### config.mk
export PLATFORM = sky130hd
export DESIGN_NAME = victim_buffer
export DESIGN_NICKNAME = d
export VERILOG_FILES = /design/src/rtl/vb_pkg.sv /design/src/rtl/vb_match.sv /design/src/rtl/vb_lru.sv /design/src/rtl/vb_store.sv /design/src/rtl/victim_buffer.sv
export SDC_FILE = /design/constraint.sdc
export NUM_CORES = 1
export LEC_CHECK = 0
export BUFFER_PORTS_ARGS = -buffer_cell sky130_fd_sc_hd__buf_2
export CELL_PAD_IN_SITES_DETAIL_PLACEMENT = 0
export CELL_PAD_IN_SITES_GLOBAL_PLACEMENT = 1
export CORE_MARGIN = 5
export CORE_UTILIZATION = 43
export DETAILED_ROUTE_END_ITERATION = 10
export PLACE_DENSITY_LB_ADDON = 0.1
export SLEW_MARGIN = 5
export SYNTH_ARGS = -nofsm -noshare
export SYNTH_HDL_FRONTEND = slang
export SYNTH_SLANG_ARGS = --single-unit
### constraint.sdc
create_clock -name clk -period 10.7 [get_ports clk]
set_clock_uncertainty 0.2 [all_clocks]
set_input_delay 2.675 -clock clk [delete_from_list [all_inputs] [get_ports clk]]
set_output_delay 2.675 -clock clk [all_outputs]
set_load 0.005 [all_outputs]
### src/rtl/vb_pkg.sv
package vb_pkg;
   // what an insert does to the entry it lands on
   typedef enum logic [1:0] {
      INS_NONE = 2'd0,
      INS_FREE = 2'd1,
      INS_LRU  = 2'd2,
      INS_SWAP = 2'd3
   } ins_kind_e;
endpackage

### src/rtl/vb_match.sv
module vb_match #(
   parameter int ENTRIES = 4,
   parameter int ADDR_W  = 26
) (
   input  logic                             req,
   input  logic [ADDR_W-1:0]                key,
   input  logic [ENTRIES-1:0]               vld,
   input  logic [ENTRIES-1:0][ADDR_W-1:0]   addr,
   output logic [ENTRIES-1:0]               hit_oh
);
   // one comparator per entry, all evaluated together
   for (genvar i = 0; i < ENTRIES; i++) begin : g_cmp
      assign hit_oh[i] = req & vld[i] & (addr[i] == key);
   end
endmodule

### src/rtl/vb_lru.sv
module vb_lru #(
   parameter int ENTRIES = 4
) (
   input  logic               clk,
   input  logic               rst_n,
   input  logic               touch_en,
   input  logic [ENTRIES-1:0] touch_oh,
   input  logic               drop_en,
   input  logic [ENTRIES-1:0] drop_oh,
   output logic [ENTRIES-1:0] oldest_oh
);
   localparam int AGE_W = $clog2(ENTRIES);
   localparam logic [AGE_W-1:0] AGE_MAX = AGE_W'(ENTRIES - 1);

   logic [ENTRIES-1:0][AGE_W-1:0] age_q, age_d;
   logic [AGE_W-1:0] touch_age, drop_age;

   always_comb begin
      touch_age = '0;
      drop_age  = '0;
      for (int i = 0; i < ENTRIES; i++) begin
         if (touch_oh[i]) touch_age = touch_age | age_q[i];
         if (drop_oh[i])  drop_age  = drop_age  | age_q[i];
      end
   end

   always_comb begin
      age_d = age_q;
      for (int i = 0; i < ENTRIES; i++) begin
         if (touch_en) begin
            if (touch_oh[i])                age_d[i] = '0;
            else if (age_q[i] < touch_age)  age_d[i] = age_q[i] + 1'b1;
         end else if (drop_en) begin
            if (drop_oh[i])                 age_d[i] = AGE_MAX;
            else if (age_q[i] > drop_age)   age_d[i] = age_q[i] - 1'b1;
         end
      end
   end

   always_ff @(posedge clk or negedge rst_n) begin
      if (!rst_n) begin
         for (int i = 0; i < ENTRIES; i++) age_q[i] <= AGE_W'(i);
      end else begin
         age_q <= age_d;
      end
   end

   for (genvar i = 0; i < ENTRIES; i++) begin : g_old
      assign oldest_oh[i] = (age_q[i] == AGE_MAX);
   end


   oldest_unique_chk: assert property (@(posedge clk) disable iff (!rst_n)
      $onehot(oldest_oh));
endmodule

### src/rtl/vb_store.sv
module vb_store #(
   parameter int ENTRIES = 4,
   parameter int ADDR_W  = 26,
   parameter int LINE_W  = 128
) (
   input  logic                             clk,
   input  logic                             rst_n,
   input  logic [ENTRIES-1:0]               wr_oh,
   input  logic [ADDR_W-1:0]                wr_addr,
   input  logic [LINE_W-1:0]                wr_data,
   input  logic                             wr_dirty,
   input  logic [ENTRIES-1:0]               clr_oh,
   output logic [ENTRIES-1:0]               vld,
   output logic [ENTRIES-1:0][ADDR_W-1:0]   addr,
   output logic [ENTRIES-1:0][LINE_W-1:0]   data,
   output logic [ENTRIES-1:0]               dirty
);
   for (genvar i = 0; i < ENTRIES; i++) begin : g_ent
      always_ff @(posedge clk or negedge rst_n) begin
         if (!rst_n) begin
            vld[i]   <= 1'b0;
            dirty[i] <= 1'b0;
         end else if (wr_oh[i]) begin
            vld[i]   <= 1'b1;
            dirty[i] <= wr_dirty;
         end else if (clr_oh[i]) begin
            vld[i]   <= 1'b0;
            dirty[i] <= 1'b0;
         end
      end

      always_ff @(posedge clk) begin
         if (wr_oh[i]) begin
            addr[i] <= wr_addr;
            data[i] <= wr_data;
         end
      end
   end
endmodule

### src/rtl/victim_buffer.sv
module victim_buffer #(
   parameter int ENTRIES = 4,
   parameter int TAG_W   = 18,
   parameter int IDX_W   = 8,
   parameter int LINE_W  = 128
) (
   input  logic              clk,
   input  logic              rst_n,
   input  logic              evict_valid,
   input  logic [TAG_W-1:0]  evict_tag,
   input  logic [IDX_W-1:0]  evict_index,
   input  logic [LINE_W-1:0] evict_data,
   input  logic              evict_dirty,
   input  logic              lookup_valid,
   input  logic [TAG_W-1:0]  lookup_tag,
   input  logic [IDX_W-1:0]  lookup_index,
   output logic              lookup_hit,
   output logic [LINE_W-1:0] lookup_data,
   output logic              lookup_dirty,
   output logic              wb_valid,
   output logic [TAG_W-1:0]  wb_tag,
   output logic [IDX_W-1:0]  wb_index,
   output logic [LINE_W-1:0] wb_data
);
   import vb_pkg::*;

   localparam int ADDR_W = TAG_W + IDX_W;

   if (ENTRIES < 2 || (ENTRIES & (ENTRIES - 1)) != 0) begin : g_bad_entries
      $error("ENTRIES must be a power of two of at least 2");
   end
   if (TAG_W < 1 || IDX_W < 1 || LINE_W < 1) begin : g_bad_width
      $error("widths must be positive");
   end

   logic [ENTRIES-1:0]             vld, dirty, hit_oh, free_oh, oldest_oh;
   logic [ENTRIES-1:0]             tgt_oh, wr_oh, clr_oh;
   logic [ENTRIES-1:0][ADDR_W-1:0] addr;
   logic [ENTRIES-1:0][LINE_W-1:0] data;
   logic [ADDR_W-1:0]              key, evict_addr, old_addr;
   logic [LINE_W-1:0]              old_data;
   logic                           full, spill, old_dirty;
   ins_kind_e                      kind;

   assign key        = {lookup_tag, lookup_index};
   assign evict_addr = {evict_tag, evict_index};

   vb_match #(.ENTRIES(ENTRIES), .ADDR_W(ADDR_W)) u_match (
      .req    (lookup_valid),
      .key    (key),
      .vld    (vld),
      .addr   (addr),
      .hit_oh (hit_oh)
   );

   // matching line mux
   always_comb begin
      lookup_data  = '0;
      lookup_dirty = 1'b0;
      for (int i = 0; i < ENTRIES; i++) begin
         if (hit_oh[i]) begin
            lookup_data  = lookup_data | data[i];
            lookup_dirty = lookup_dirty | dirty[i];
         end
      end
   end
   assign lookup_hit = |hit_oh;

   // lowest empty entry
   always_comb begin
      free_oh = '0;
      for (int i = ENTRIES - 1; i >= 0; i--) begin
         if (!vld[i]) free_oh = ENTRIES'(1) << i;
      end
   end
   assign full = &vld;

   // line that an insert into a full buffer pushes out
   always_comb begin
      old_addr  = '0;
      old_data  = '0;
      old_dirty = 1'b0;
      for (int i = 0; i < ENTRIES; i++) begin
         if (oldest_oh[i]) begin
            old_addr  = old_addr | addr[i];
            old_data  = old_data | data[i];
            old_dirty = old_dirty | dirty[i];
         end
      end
   end

   always_comb begin
      if (!evict_valid)     kind = INS_NONE;
      else if (lookup_hit)  kind = INS_SWAP;
      else if (!full)       kind = INS_FREE;
      else                  kind = INS_LRU;
   end

   always_comb begin
      unique case (kind)
         INS_SWAP: tgt_oh = hit_oh;
         INS_FREE: tgt_oh = free_oh;
         INS_LRU:  tgt_oh = oldest_oh;
         default:  tgt_oh = '0;
      endcase
   end

   assign wr_oh  = tgt_oh;
   assign clr_oh = (lookup_hit && !evict_valid) ? hit_oh : '0;
   assign spill  = (kind == INS_LRU) && old_dirty;

   vb_store #(.ENTRIES(ENTRIES), .ADDR_W(ADDR_W), .LINE_W(LINE_W)) u_store (
      .clk      (clk),
      .rst_n    (rst_n),
      .wr_oh    (wr_oh),
      .wr_addr  (evict_addr),
      .wr_data  (evict_data),
      .wr_dirty (evict_dirty),
      .clr_oh   (clr_oh),
      .vld      (vld),
      .addr     (addr),
      .data     (data),
      .dirty    (dirty)
   );

   vb_lru #(.ENTRIES(ENTRIES)) u_lru (
      .clk       (clk),
      .rst_n     (rst_n),
      .touch_en  (evict_valid),
      .touch_oh  (tgt_oh),
      .drop_en   (lookup_hit && !evict_valid),
      .drop_oh   (hit_oh),
      .oldest_oh (oldest_oh)
   );

   always_ff @(posedge clk or negedge rst_n) begin
      if (!rst_n) wb_valid <= 1'b0;
      else        wb_valid <= spill;
   end

   always_ff @(posedge clk) begin
      if (spill) begin
         {wb_tag, wb_index} <= old_addr;
         wb_data            <= old_data;
      end
   end


   single_match_chk: assert property (@(posedge clk) disable iff (!rst_n)
      $onehot0(hit_oh));


   idle_no_hit_chk: assert property (@(posedge clk) disable iff (!rst_n)
      !lookup_valid |-> !lookup_hit);


   swap_no_wb_chk: assert property (@(posedge clk) disable iff (!rst_n)
      (lookup_hit && evict_valid) |=> !wb_valid);


   wb_cause_chk: assert property (@(posedge clk) disable iff (!rst_n)
      wb_valid |-> $past(evict_valid && !lookup_hit));
endmodule

# Word-level counts from Yosys, hierarchy flattened
# Index checks and enable logic that the tools add are counted.
# totals
register_bits,787
wordCells,175
inputBits,185
output_inout_bits,285
# op_classes
add_sub_neg,8
n_lt_le_gt_ge,8
reduce_logical,18
n_eq_ne,15
mux,73
n_bitwise,29
# ops
op,n
$mux 128,8
$or 128x128->128,6
$eq 26x26->1,4
$mux 26,4
$or 26x26->26,3
$mux 2,35
$mux 1,20
$mux 4,5
$eq 2x2->1 const B,6
$ne 3x1->1 const B,4
$or 2x2->2,6
$pmux 4 s3,1
$reduce_and 3->1,4
$reduce_bool 3->1,4
$reduce_bool 2->1,5
$add 2x1->2 const B,4
$and 1x1->1,8
$gt 2x2->1,4
$lt 2x2->1,4
$sub 2x1->2 const B,4
$or 1x1->1,6
$reduce_and 4->1,1
$reduce_or 4->1,1
$eq 2x1->1 const B,1
other kinds (2),3

# Logic depth before layout (Yosys ltp)
# Gate-level depths: netlist of the first run.
# depth
depth_word,18
ltp_mapped,17
ltp_nobuf,15

# By module
# A second synthesis of the first run with hierarchy kept.
# unflattened
cells_unflattened,2057
hier_area_um2,31652.9
# by_module_without_submodules
mod,cells_each,instances,area_per_inst_um2,seq_area_each_um2
vb_store,641,1,18796.8,18697.9
victim_buffer,1162,1,10711.5,4649.5
vb_match,144,1,1164.9,0.0
vb_lru,110,1,979.7,205.2

# Least setup slack after synthesis of the first run
# Ideal clock, no wire load.
# synth_timing
path_kind,input to register
from,input lookup_tag[12]
to,register u_lru.age_q[1] (netlist name)
stages,14
setup_ps,128
t_required_ps,10372
n_path_buf,1
slack_ps,-2892
arrival_time_ps,13264
path_cell_list,xor2_1 > nor4_1 > nand4_1 > nor3_1 > clkbuf_1 > a21oi_1 > nor2_1 > a221oi_1 > ha_1 > a21oi_1 > nor2_1 > a2bb2oi_1 > o31ai_2 > mux2_1
# synth_via
elab_chain_len,17
word_cells_on_any_way,40
cone_classes,order compare (2); eq/ne (8); mux (15); bitwise (10); reduce/logical (5)
# synth_lines
element,line_no,text
from (decl),victim_buffer.sv:15,"input logic [TAG_W-1:0] lookup_tag,"
$eq 26x26->1,vb_match.sv:13,assign hit_oh[i] = req & vld[i] & (addr[i] == key);
$and 1x1->1,vb_match.sv:13,
$reduce_or 4->1,victim_buffer.sv:67,assign lookup_hit = |hit_oh;
$mux 2,victim_buffer.sv:94,else if (lookup_hit) kind = INS_SWAP;
$mux 2,victim_buffer.sv:93,if (!evict_valid) kind = INS_NONE;
$eq 2x2->1 / $eq 2x1->1 (equally long branches),victim_buffer.sv:100,unique case (kind)
$pmux 4 s3 *,victim_buffer.sv:100,
via tgt_oh[0],victim_buffer.sv:37,"logic [ENTRIES-1:0] tgt_oh, wr_oh, clr_oh;"
[... 2 more ...],n/a,
$mux 2,vb_lru.sv:22,if (touch_oh[i]) touch_age = touch_age | age_q[i];
$or 2x2->2,vb_lru.sv:22,
$mux 2,vb_lru.sv:22,
$or 2x2->2,vb_lru.sv:22,
$mux 2,vb_lru.sv:22,
$lt 2x2->1,vb_lru.sv:32,else if (age_q[i] < touch_age) age_d[i] = age_q[i] + 1'b1;
$ne 3x1->1 (no line),n/a,
$reduce_and 3->1 (no line),n/a,
to (signal assigned),vb_lru.sv:44,age_q <= age_d;
to (decl),vb_lru.sv:15,"logic [ENTRIES-1:0][AGE_W-1:0] age_q, age_d;"
# Mark *: on every way through the listed nets, which the timed path passes. The rest lies on a longest branch. The select of a mux whose other input is x is not followed.
# A chain may end at the register's enable or synchronous reset.

# Final worst setup path of the first run
# layout_timing
from,input lookup_tag[16]
to,output lookup_data[60]
# layout_via
elab_chain_len,9
word_cells_on_any_way,15
cone_classes,eq/ne (4); mux (4); bitwise (7)
# layout_lines
element,line_no,text
$eq 26x26->1,vb_match.sv:13,
$and 1x1->1,vb_match.sv:13,
$mux 128,victim_buffer.sv:61,if (hit_oh[i]) begin
$or 128x128->128,victim_buffer.sv:62,lookup_data = lookup_data | data[i];
$mux 128,victim_buffer.sv:61,
$or 128x128->128,victim_buffer.sv:62,
$mux 128,victim_buffer.sv:61,
$or 128x128->128,victim_buffer.sv:62,
$mux 128 *,victim_buffer.sv:61,
to (decl),victim_buffer.sv:18,"output logic [LINE_W-1:0] lookup_data,"
# Every way passes the cells marked *; elsewhere a longest branch is shown, timed or not.

==> metrics, run 1 <==
Worst-path clk slew=0.06 ns; antenna violations before repair=27; Clock Latency Late Sink=0.64 ns; FP Rows=99; Hold Path Origin=u_store.dirty[0]$_DFFE_PN0P_; WHS=0.340 ns; asr flop ratio synth=0.0216; Pwr Density=211 nW/um^2; Die W=282 um; ys flop type=edfxtp_1; clk sinks=787; setup total negative slack=0 ns; final setup vio count=0; top cell type's share of synthesized area=0.725; Peak supply drop=0.119 mV; Gate Count Post-Synth=2121; CP arrival=6.00 ns; Tcrit/Tclk final=0.829; Syn-to-layout area delta=19.6%; routed wire length=98600 um; Worst setup SP type=input port; core area=73200 um^2; area of the multi-input gates=7890 um^2; CTS tree=built; Mapped Avg Cell Area=15.0 um^2; Initial Utilization=0.436; detailed-route via count=21200; grt ovf=0; half-perimeter wire length after placement=57700 um; Worst R2R End=u_lru.age_q[1]$_DFFE_PN0P_; CTS Buf Count=85; leakage=14.1 nW; Root Buffer=clkbuf_16; WHS Path Cells=1; drc violations=0; Vias/cell=5.86; normalized max-slew margin=0.117; commonest non-fill, non-tap cell in the layout=edfxtp_1; Hold Fails Final Rpt=0; I/O Buffers=469; GR Util All Layers=0.239; number of global-route vias before repair=21600; CTS resizes=0; Reg power frac=0.476; GPL Wtd Cong=0.888; Wirelength per Cell=27.3 um; number of synthesized flops with an enable pin=770; die area=79700 um^2; kind of critical path=input port to primary output; most frequent cells in the layout=edfxtp_1, a22oi_1, buf_2; Die Ht=282 um; fin. max-slew vios=0; maximum clock path buffer count=3; combinational share of power=0.160; Worst-Margin Slew=1.32 ns; critical path peak fanout=51; CTS H-tree lvls=3; Worst Hold End=u_store.dirty[0]$_DFFE_PN0P_; YS warnings=0; area occupied by registers=23600 um^2; postcts setup bufs=0; fraction of layout cells with a size suffix above 1=0.247; RSZ-0062 raised after global routing=false; antenna-violating nets left=0; distinct cell type count after synthesis=62; reg2reg setup slack=4.51 ns; Final min period=8.87 ns; sw frac=0.273; depth of the most critical reg-to-reg path=17; IO Count=470; Mapped Nets=2322; pin count of the biggest net entering global routing=142; first-pass GRT wire length=142000 um; Post-layout nets=2773; first drt pass iteration count=5; WP data required=7.83 ns; r2r startpoint=u_store.addr[99]$_DFFE_PP_; FILL cells=6077; Net Switching=2.20 mW; hold crit path type=register to register; status=complete, no violations; Seq/Total Area, Yosys=0.738; Max Clk Rate=0.113 GHz; DRT iter0 DRCs=1870; Pint=5.85 mW; synthesis-stage register bit count=787; Area contributors post-synth=edfxtp_1, a22oi_1, nand2_1, xor2_1, clkbuf_1; crit end category=primary output; hold-fix buffer count after cts=0; largest area contributor in the netlist=edfxtp_1; Mapped Area=31900 um^2; clock power share=0.364; Max Cap Violations=0
how the worst max path moves through the flow:
stage,start,endpoint,slack [ns],cells past startpoint
floorplan,lookup_tag[12],u_lru.age_q[1]$_DFFE_PN0P_,0.13,14
global placement,lookup_tag[16],lookup_data[2],1.92,9
detailed placement,lookup_tag[16],lookup_data[41],1.89,9
CTS,lookup_tag[16],lookup_data[41],1.88,9
global route,lookup_tag[16],lookup_data[4],1.69,9
finish,lookup_tag[16],lookup_data[60],1.83,9
layout make-up:
class                      count  share of cell area
tap                          959              0.0315
antenna                       15            0.000984
sequential                   787               0.618
multi-input combinational   1189               0.207
clock inverter                49              0.0124
timing repair buffer         497              0.0680
inverter                      12             0.00131
clock buffer                 110              0.0614
per-stage QoR:
step	setup WS, ns	power [mW]	std cells	cell area [um^2]	utilization
global placement	1.92	5.17	3444	35300	0.482
finish	1.83	8.05	3618	38100	0.521
CTS	1.88	8.12	3603	38100	0.520
global route	1.69	8.39	3611	38100	0.521
detailed placement	1.89	5.19	3444	35300	0.482
floorplan	0.134	4.69	2121	31900	-
registers in the layout (all words and copies together) (netlist names):
| register | cells |
|---|---|
| wb_index | 8 |
| wb_data | 128 |
| u_store.vld | 4 |
| u_store.data | 512 |
| u_store.dirty | 4 |
| u_lru.age_q | 8 |
| u_store.addr | 104 |
| wb_valid | 1 |
| wb_tag | 18 |
routing by layer:
metal	share of wire	track usage	wire (um)	up-vias
met2	0.50	0.401	49100	843
met5	0.0012	0	119	-
li1	-	-	-	9453
met1	0.39	0.310	38800	10700
met3	0.077	0.0556	7550	176
met4	0.031	0.0772	3070	18
Yosys cell counts (2+ instances only):
library cell,number
a211oi_1,3
a21o_1,4
a21oi_1,13
a221oi_1,2
a22o_1,2
a22oi_1,569
a31oi_1,3
and2_1,5
and4_1,2
buf_1,20
clkbuf_1,113
dfrtp_1,13
dfstp_2,4
edfxtp_1,770
ha_1,16
inv_1,12
mux2_2,4
nand2_1,308
nand2b_1,2
nand3_1,14
nand3b_1,2
nand4_1,10
nor2_1,21
nor2b_1,4
nor3_1,11
nor4_1,37
o2111ai_1,2
o211ai_1,2
o21a_1,2
o21ai_0,11
o21ai_1,3
o32ai_1,2
or3_1,2
or4_1,3
xnor2_1,20
xor2_1,84
worst max-delay path, stage by stage:
cell,delay (ns)
buf_2,0.14
xnor2_1,0.46
nand4bb_1,0.16
nor4b_1,0.48
and2_4,0.76
buf_4,0.69
a22oi_1,0.16
nand2_1,0.18
buf_2,0.14
power groups by stage:
stage / registers [mW] / logic, mW / clock network, mW
after global placement: 3.89 / 1.28 / 0
after CTS: 3.83 / 1.30 / 2.99
after global routing: 3.85 / 1.42 / 3.12
after detailed placement: 3.89 / 1.29 / 0
final: 3.83 / 1.29 / 2.93
after floorplan: 3.88 / 0.807 / 0
kinds of logic (layout without fill, tap and decap cells):
family	after synthesis	count (layout)	share of synthesized area
AO/OA/AOI/OAI	631	631	0.148
XOR/XNOR	104	104	0.0286
adder cells (fa/ha/maj)	16	16	0.00628
buffers and inverters	145	668	0.0171
flip-flops	787	787	0.738
multiplexers	6	6	0.00224
other	0	15	0
AND/OR/NAND/NOR	432	432	0.0597
No activity file was read; power rests on OpenSTA's default activity.
==> inputs of run 2 (changes only) <==
--- a/config.mk
+++ b/config.mk
@@ -9,7 +9,7 @@
 export CELL_PAD_IN_SITES_DETAIL_PLACEMENT = 0
 export CELL_PAD_IN_SITES_GLOBAL_PLACEMENT = 1
 export CORE_MARGIN = 5
-export CORE_UTILIZATION = 43
+export CORE_UTILIZATION = 45
 export DETAILED_ROUTE_END_ITERATION = 10
 export PLACE_DENSITY_LB_ADDON = 0.1
 export SLEW_MARGIN = 5
==> constraint.sdc (replaced) <==
create_clock -name clk -period 9.3 [get_ports clk]
set_clock_uncertainty 0.2 [all_clocks]
set_input_delay 2.325 -clock clk [delete_from_list [all_inputs] [get_ports clk]]
set_output_delay 2.325 -clock clk [all_outputs]
set_load 0.005 [all_outputs]
==> run 2 against run 1 <==
  * Worst setup slack got worse by 0.16 ns
  * Sequential power grew 15%
  * Flip-flop and latch count is the same
  * Cell count decreased by 0.50%
  * Sequential share of layout area about the same
  * Combinational power grew 14%
  * Count of clock-buffer cells in the layout shrank 4
  * Routed wire length is 1.4% lower
  * Critical path depth unchanged
  * Die area decreased by 4.3%
  * Via count grew 1.2%
  * Clock power is 14% higher
==> metrics, run 2 (synthesis results as in run 1) <==
pin count of the biggest net entering global routing=145; met2 Usage GRT=0.407; fin util=0.544; half-perimeter wire length after placement=57900 um; hold crit path type=register to register; most frequent cells in the layout=edfxtp_1, a22oi_1, buf_2; critical path peak fanout=40; final instance area=38200 um^2; RSZ-0062 raised after global routing=false; kind of critical path=input port to primary output; IO Count=470; most used cell, CP=buf_2; GR Util All Layers=0.244; max FFs per register=512; CP arrival=5.11 ns; number of global-route vias before repair=21400; DRT iter0 DRCs=1827; Peak supply drop=0.152 mV; GPL Wtd Cong=0.848; Worst-path clk slew=0.06 ns; I/O Buffers=469; commonest non-fill, non-tap cell in the layout=edfxtp_1; Post-layout nets=2779; Wirelength per Cell=27.0 um; grt ovf=0; detailed-route via count=21500; worst path cell trace=buf_2, xor2_1, nor4_1, and4_1, and2_4, buf_4, a22oi_1, nand2_1, buf_2; hold-fix buffer count after cts=0; antenna violations before repair=26; CTS Buf Count=85; Area after DPL=35400 um^2; GR Util met1=0.319; placed cells=3431; FILL cells=5849; final setup vio count=0; FP Rows=97; Vias/cell=5.96; Initial Utilization=0.455; Most flops, register=u_store.data; first-pass GRT wire length=142000 um; Pwr Density=241 nW/um^2; Final min period=7.63 ns; GR peak layer=met2; crit end category=primary output; Syn-to-layout area delta=19.7%; WP data required=6.78 ns; maximum clock path buffer count=3; clk sinks=787; CTS tree=built; fraction of layout cells with a size suffix above 1=0.244; Clock Latency Late Sink=0.64 ns; critical path's largest stage delay=0.65 ns; die area=76300 um^2; drc violations=0; postcts setup bufs=0; Root Buffer=clkbuf_16; Hold Fails Final Rpt=0; Max Cap Violations=0; Max Clk Rate=0.131 GHz; core area=70100 um^2; Worst-Margin Slew=1.04 ns; status=complete, no violations; Tcrit/Tclk final=0.821; GRT met3 Usage=0.0608; reg2reg setup slack=3.74 ns; Die W=276 um; Worst setup SP type=input port; routed wire length=97300 um; fin. max-slew vios=0; biggest regs=u_store.data x512, wb_data x128, u_store.addr x104; leakage=14.1 nW; setup total negative slack=0 ns; normalized max-slew margin=0.303; CTS H-tree lvls=3; antenna-violating nets left=0; Post-Layout Cell Count=3600; Die Ht=276 um; first drt pass iteration count=6; Slowest-stage cell, CP=nor4_1; CTS resizes=0
run 2: final cells by class:
type	instances	area (um^2)	share of cell area
sequential	787	23600	0.617
multi-input combinational	1189	7890	0.207
timing repair buffer	503	2720	0.0711
clock buffer	106	2250	0.0589
tap	940	1180	0.0308
clock inverter	50	499	0.0131
inverter	12	50.0	0.00131
antenna	13	32.5	0.000852
run 2: path summary, 6_finish.rpt:
path | cells after the start | to | start
setup / recovery | 9 | lookup_data[103] | lookup_tag[1]
hold / removal | 1 | u_store.dirty[3]$_DFFE_PN0P_ | u_store.dirty[3]$_DFFE_PN0P_
setup reg to reg | 16 | u_lru.age_q[1]$_DFFE_PN0P_ | u_store.addr[67]$_DFFE_PN_
hold reg to reg | 1 | u_store.dirty[3]$_DFFE_PN0P_ | u_store.dirty[3]$_DFFE_PN0P_
max in group asynchronous | 1 | u_lru.age_q[5]$_DFFE_PN1P_ | rst_n
min in group asynchronous | 1 | u_lru.age_q[3]$_DFFE_PN0P_ | rst_n
run 2: routing by layer:
layer | vias up | part of all wire
li1 | 9465 | -
met1 | 10900 | 0.39
met2 | 922 | 0.50
met3 | 160 | 0.084
met4 | 22 | 0.025
met5 | - | 0.0015
run 2: per-stage QoR:
stage	power (mW)	worst slack [ns]	hold WS, ns
after floorplan	5.38	0.540	0.301
after global placement	5.93	1.71	0.323
after detailed placement	5.96	1.64	0.334
after CTS	9.28	1.65	0.347
after global routing	9.58	1.52	0.358
final	9.21	1.67	0.344
run 2: worst max-delay path, delay by kind of cell:
| family | cells | cell delay [ns] |
|---|---|---|
| XOR/XNOR | 1 | 0.15 |
| AND/OR/NAND/NOR | 4 | 1.67 |
| buffers and inverters | 3 | 0.76 |
| AO/OA/AOI/OAI | 1 | 0.14 |
run 2: where the power goes:
part | switching (mW) | internal, mW
registers | 0.144 | 4.27
clock network | 1.38 | 1.94
logic | 0.991 | 0.481
